## src/rtl/sar_adc_pkg.sv

```systemverilog
package sar_adc_pkg;
  localparam int CHAN_W = 4;
  localparam int BIT_FLAG = 7;
  localparam int BIT_OSC  = 6;
  localparam int BIT_PWR  = 5;

  typedef enum logic [1:0] {
    SRC_OFF  = 2'b00,
    SRC_CPU  = 2'b01,
    SRC_WARM = 2'b10,
    SRC_OSC  = 2'b11
  } clk_src_e;
endpackage

```

## src/rtl/sar_clk_sel.sv

```systemverilog
module sar_clk_sel
  import sar_adc_pkg::*;
(
  input  logic osc_sel,
  input  logic pwr_on,
  input  logic cpu_tick,
  input  logic osc_tick,
  output logic run,
  output logic step,
  output logic osc_enable
);
  clk_src_e src;
  assign src = clk_src_e'({osc_sel, pwr_on});

  always_comb begin
    run        = 1'b0;
    step       = 1'b0;
    osc_enable = 1'b0;
    unique case (src)
      SRC_OFF:  ;
      SRC_CPU:  begin run = 1'b1; step = cpu_tick; end
      SRC_WARM: osc_enable = 1'b1;
      SRC_OSC:  begin run = 1'b1; step = osc_tick; osc_enable = 1'b1; end
      default:  ;
    endcase
  end
endmodule

```

## src/rtl/sar_seq.sv

```systemverilog
module sar_seq #(
  parameter int DATA_W        = 8,
  parameter int CONV_STEPS    = 32,
  parameter int SAMPLE_STEPS  = 8
) (
  input  logic              clk,
  input  logic              rst_n,
  input  logic              run,
  input  logic              step,
  input  logic              restart,
  input  logic              cmp_hit,
  output logic [DATA_W-1:0] trial_code,
  output logic [DATA_W-1:0] code_q,
  output logic              sample_on,
  output logic              done
);
  localparam int CNT_W    = $clog2(CONV_STEPS);
  localparam int RES_LAST = SAMPLE_STEPS + DATA_W - 1;

  logic [CNT_W-1:0]  phase_q;
  logic [DATA_W-1:0] probe;

  // one-hot pointer at the bit resolved in the current phase
  for (genvar i = 0; i < DATA_W; i++) begin : g_probe
    assign probe[i] = run && (phase_q == CNT_W'(RES_LAST - i));
  end

  assign trial_code = code_q | probe;
  assign sample_on  = run && (phase_q < CNT_W'(SAMPLE_STEPS));
  assign done       = run && step && !restart &&
                      (phase_q == CNT_W'(CONV_STEPS - 1));

  always_ff @(posedge clk or negedge rst_n) begin
    if (!rst_n) begin
      phase_q <= '0;
      code_q  <= '0;
    end else if (!run || restart || done) begin
      phase_q <= '0;
      code_q  <= '0;
    end else if (step) begin
      phase_q <= phase_q + 1'b1;
      code_q  <= code_q | (probe & {DATA_W{cmp_hit}});
    end
  end
endmodule

```

## src/rtl/sar_regs.sv

```systemverilog
module sar_regs
  import sar_adc_pkg::*;
#(
  parameter int ADDR_W    = 8,
  parameter int DATA_W    = 8,
  parameter int RES_ADDR  = 'h4E,
  parameter int CTRL_ADDR = 'h4F
) (
  input  logic              clk,
  input  logic              rst_n,
  input  logic [ADDR_W-1:0] bus_addr,
  input  logic              bus_wr,
  input  logic              bus_rd,
  input  logic [7:0]        bus_wdata,
  output logic [7:0]        bus_rdata,
  input  logic              done,
  input  logic [DATA_W-1:0] code_q,
  output logic              osc_sel,
  output logic              pwr_on,
  output logic [CHAN_W-1:0] chan,
  output logic              ctrl_wr,
  output logic              flag_q,
  output logic [DATA_W-1:0] result_q
);
  logic hit_res, hit_ctrl, res_rd;

  assign hit_res  = bus_addr == ADDR_W'(RES_ADDR);
  assign hit_ctrl = bus_addr == ADDR_W'(CTRL_ADDR);
  assign ctrl_wr  = bus_wr && hit_ctrl;
  assign res_rd   = bus_rd && hit_res;

  always_ff @(posedge clk or negedge rst_n) begin
    if (!rst_n) begin
      osc_sel  <= 1'b0;
      pwr_on   <= 1'b0;
      chan     <= '0;
      flag_q   <= 1'b0;
      result_q <= '0;
    end else begin
      if (ctrl_wr) begin
        osc_sel <= bus_wdata[BIT_OSC];
        pwr_on  <= bus_wdata[BIT_PWR];
        chan    <= bus_wdata[CHAN_W-1:0];
      end
      if (done) begin
        flag_q   <= 1'b1;
        result_q <= code_q;
      end else if (ctrl_wr || res_rd) begin
        flag_q <= 1'b0;
      end
    end
  end

  always_comb begin
    bus_rdata = '0;
    if (hit_ctrl) begin
      bus_rdata[BIT_FLAG]     = flag_q;
      bus_rdata[BIT_OSC]      = osc_sel;
      bus_rdata[BIT_PWR]      = pwr_on;
      bus_rdata[CHAN_W-1:0]   = chan;
    end else if (hit_res) begin
      bus_rdata = 8'(result_q);
    end
  end
endmodule

```

## src/rtl/sar_adc_ctrl.sv

```systemverilog
module sar_adc_ctrl #(
  parameter int ADDR_W       = 8,
  parameter int DATA_W       = 8,
  parameter int CONV_STEPS   = 32,
  parameter int SAMPLE_STEPS = 8,
  parameter int RES_ADDR     = 'h4E,
  parameter int CTRL_ADDR    = 'h4F
) (
  input  logic              clk,
  input  logic              rst_n,
  input  logic [ADDR_W-1:0] bus_addr,
  input  logic              bus_wr,
  input  logic              bus_rd,
  input  logic [7:0]        bus_wdata,
  output logic [7:0]        bus_rdata,
  input  logic              cpu_tick,
  input  logic              osc_tick,
  output logic              osc_enable,
  output logic              sample_on,
  output logic [3:0]        chan_sel,
  output logic [DATA_W-1:0] trial_code,
  input  logic              cmp_hit
);
  logic              osc_sel, pwr_on, run, step, ctrl_wr, done, flag_q;
  logic [DATA_W-1:0] code_q, result_q;

  sar_clk_sel u_clk_sel (
    .osc_sel(osc_sel), .pwr_on(pwr_on), .cpu_tick(cpu_tick),
    .osc_tick(osc_tick), .run(run), .step(step), .osc_enable(osc_enable)
  );

  sar_seq #(.DATA_W(DATA_W), .CONV_STEPS(CONV_STEPS),
            .SAMPLE_STEPS(SAMPLE_STEPS)) u_seq (
    .clk(clk), .rst_n(rst_n), .run(run), .step(step), .restart(ctrl_wr),
    .cmp_hit(cmp_hit), .trial_code(trial_code), .code_q(code_q),
    .sample_on(sample_on), .done(done)
  );

  sar_regs #(.ADDR_W(ADDR_W), .DATA_W(DATA_W), .RES_ADDR(RES_ADDR),
             .CTRL_ADDR(CTRL_ADDR)) u_regs (
    .clk(clk), .rst_n(rst_n), .bus_addr(bus_addr), .bus_wr(bus_wr),
    .bus_rd(bus_rd), .bus_wdata(bus_wdata), .bus_rdata(bus_rdata),
    .done(done), .code_q(code_q), .osc_sel(osc_sel), .pwr_on(pwr_on),
    .chan(chan_sel), .ctrl_wr(ctrl_wr), .flag_q(flag_q), .result_q(result_q)
  );
endmodule

```

## config.mk

```make
export PLATFORM = sky130hd
export DESIGN_NAME = sar_adc_ctrl
export DESIGN_NICKNAME = d
export VERILOG_FILES = /design/src/rtl/sar_adc_pkg.sv /design/src/rtl/sar_clk_sel.sv /design/src/rtl/sar_seq.sv /design/src/rtl/sar_regs.sv /design/src/rtl/sar_adc_ctrl.sv
export SDC_FILE = /design/constraint.sdc
export NUM_CORES = 1
export LEC_CHECK = 0
export ABC_AREA = 1
export BUFFER_PORTS_ARGS = -buffer_cell sky130_fd_sc_hd__clkbuf_2
export CORE_MARGIN = 2
export CORE_UTILIZATION = 56
export DETAILED_ROUTE_END_ITERATION = 10
export PLACE_DENSITY_LB_ADDON = 0.05
export SLEW_MARGIN = 20
export SYNTH_ARGS = -nofsm -noshare
export SYNTH_HDL_FRONTEND = slang
export SYNTH_HIERARCHICAL = 1
export SYNTH_SLANG_ARGS = --single-unit
```

## constraint.sdc

```tcl
create_clock -name clk -period 3.4 [get_ports clk]
set_input_delay 0.68 -clock clk [delete_from_list [all_inputs] [get_ports clk]]
set_output_delay 0.68 -clock clk [all_outputs]
set_load 0.005 [all_outputs]
```

==> key figures <==
Die
  • Core Rows: 19
  • Die Wd: 58.2 µm
  • Core ar.: 2780 µm²
  • Initial core utilization: 59.2%
  • I/O Pins: 45
  • Die area: 3390 µm²
  • Die H: 58.2 µm

Critical path
  • Crit Path Category: reg2out
  • Crit path DAT: 1.72 ns
  • Worst path slowest cell: dfrtp_1
  • Critical Path Start Type: flop
  • CP Launch Point: u_seq/phase_q[1]$_DFFE_PN0P_
  • Crit end category: primary output
  • Cells along the critical path: ha_1 > inv_1 > nor2_1 > ha_1 > nand2_1 > nand2_1 > clkbuf_2
  • Reg2reg start: u_seq/phase_q[1]$_DFFE_PN0P_
  • Worst path required time: 2.72 ns
  • CP Max Fanout: 5
  • Crit path largest cell delay: 0.46 ns

Clock network
  • Post-cts gate resize count: 0
  • Post-CTS setup repair buffer count: 0
  • CTS Hold Buffers Added: 0
  • CTS tree: yes
  • Clock latency at the later pin of the worst-skew pair: 0.32 ns
  • Clk slew on worst S/H paths: 0.15 ns
  • Clock Sinks: 28
  • Max clock buf depth: 2
  • Root Buffer: clkbuf_4
  • CTS Buf Count: 3
  • H-tree depth: 1

Synth
  • Synth Area in Compound Gates: 6.39%
  • Area leader, netlist: dfrtp_1
  • Seq cells post-synth: 28
  • Syn_nets: 244
  • Most frequent cells after synthesis: nand2_1, inv_1, dfrtp_1, nor2_1
  • Top cell type's share of synthesized area: 42.6%
  • Top_reg_cell synth: dfrtp_1
  • Mux share of post-synthesis cell area: 0%
  • XOR/XNOR Fraction of Synth Area: 0%
  • Ys async rst share: 100%
  • Sequential fraction of the synthesis area: 42.6%
  • Netlist cell types: 26
  • Synth Cell Area: 1650 µm²
  • Largest family of logic cells by synthesized area: simple AND/OR/NAND/NOR gates
  • Avg Inst Size Synth: 7.65 µm²
  • Ranking of synthesized cells by area: dfrtp_1, nand2_1, inv_1
  • Post-synthesis simple-gate area fraction: 34.7%
  • Post-synthesis adder-cell area fraction: 4.56%
  • Count leader, synth: nand2_1
  • EDFF count, synth: 0
  • Synth Warn #: 6
  • Syn Inst Count: 215

Global routing
  • Vias in the first global route: 1181
  • Congestion Overflow GR: 0
  • Largest net degree at the start of global routing: 29
  • GRT Resource Usage Total: 19.6%
  • Initial antenna violation count: 0
  • First-pass GRT wire length: 5130 µm

Placement
  • Post-DP HPWL: 2320 µm
  • Routability cong.: 0.800
  • Placed cell area: 1850 µm²
  • PortBufs: 42

Final layout
  • Share of cells above drive strength 1: 32.0%
  • Antenna fix cells: 0
  • Final Cell Area: 1900 µm²
  • Fin nets: 286
  • P&R area growth vs syn: 15.7%

Power and ir drop
  • Leakage: 0.00105 µW
  • Peak VDD IR: 0.000306 V
  • Power per cell area: 319 nW/µm²

Timing
  • Clock Skew: 0.00419 ns
  • Final setup fails: 0
  • RSZ-0062 raised after global routing: no
  • Worst slew pin tran: 0.815 ns
  • Setup tns final: 0 ns
  • Period utilization: 70.6%
  • Fmax: 0.417 GHz
  • Final max-slew violation count: 0
  • Worst relative slew slack: 45.4%
  • Hold Vio Cnt, Final: 0
  • Worst Hold Slack: 0.370 ns
  • Final min period: 2.40 ns

Detailed routing
  • 1st-iter DRT viols: 48
  • First-pass DRT Iterations: 4
  • Post-route DRC: 0
  • Vias/cell: 4.78
  • Via Count: 1372
  • Routed len/inst: 10.5 µm
  • WL final: 3030 µm
  • Final ANT Viol Nets: 0

Worst hold path
  • Hold crit path type: in2async

Outcome
  • Status: complete, no violations

Run
  • Max cap viols: 0
## worst max-delay path: cells and delay by family, from the launching register on
family                     cells  cell delay (ns)
DFF                            1             0.46
adders and majority gates      2             0.41
and+or+nand+nor                3             0.34
buffers and inverters          2             0.18
## power by group
group	leakage, µW	internal (µW)	switching (µW)
clock network	0.0000279	119	97.8
logic	0.000676	19.0	30.3
registers	0.000348	337	4.06
## worst paths after layout
| check | endpoint | slack, ns | depth (start not counted) |
|---|---|---|---|
| max in group asynchronous | u_seq/code_q[0]$_DFFE_PN0P_ | 2.58 | 1 |
| setup / recovery | trial_code[0] | 1.0 | 7 |
| setup reg to reg | u_regs/result_q[2]$_DFFE_PN0P_ | 1.26 | 7 |
| hold / removal | u_regs/osc_sel$_DFFE_PN0P_ | 0.37 | 1 |
| min in group clk | u_regs/result_q[0]$_DFFE_PN0P_ | 0.50 | 2 |
| hold reg to reg | u_regs/result_q[0]$_DFFE_PN0P_ | 0.50 | 2 |
## stage by stage
stage                     utilization (%)  instances  setup WS (ns)  power, µW
after floorplan                         -        215           1.43        373
after global placement               66.5        283           1.11        396
final                                68.4        287           1.00        607
after global routing                 68.4        287          0.831        631
after CTS                            68.4        287          0.991        614
after detailed placement             66.5        283           1.06        397
## metal layers
| layer | vias to the layer above | GRT usage (%) | wire length, µm |
|---|---|---|---|
| met5 | - | 0 | 0 |
| met4 | 0 | 5.98 | 17 |
| met3 | 2 | 2.23 | 160 |
| met2 | 36 | 31.2 | 1380 |
| met1 | 607 | 28.2 | 1470 |
| li1 | 727 | - | - |
## cell families (layout without fill, tap and decap cells)
kind of cell | count (synthesis) | count (layout)
adders and majority gates | 6 | 6
AOI/OAI and AO/OA | 20 | 20
buffers and inverters | 45 | 86
DFF | 28 | 28
and+or+nand+nor | 116 | 116
## state kept, by name (all words and copies together) (netlist names)
register,cells
u_seq/phase_q,5
u_regs/chan,4
u_regs/result_q,8
u_regs/osc_sel,1
u_regs/pwr_on,1
u_seq/code_q,8
u_regs/flag_q,1
## cells in the final DEF (no fill, tap or decap)
cell and count:
inv_2 7, nand4_1 1, nand3b_2 1, nor2_2 9
nand4_2 1, ha_1 6, nand2_1 58, or2_1 1
nand2_4 2, o22ai_1 1, clkbuf_2 42, inv_1 33
dfrtp_1 28, a21oi_1 1, nor2_4 3, a21oi_2 1
clkbuf_4 3, nor2_1 20, o21ai_1 7, and2_4 1
nand3_1 8, nand2_2 10, nand3_4 1, o21ai_0 10
bufinv_16 1
## final cells by class
| cell class | count | area, µm² |
|---|---|---|
| multi-input cells | 142 | 751 |
| clock inverters | 1 | 30.0 |
| clock buffers | 3 | 22.5 |
| well taps | 31 | 38.8 |
| inverters | 40 | 150 |
| flip-flops and latches | 28 | 701 |
| repair buffers | 42 | 210 |
| fillers | 255 | 878 |
Note: power is estimated with default switching activity, not from simulation.
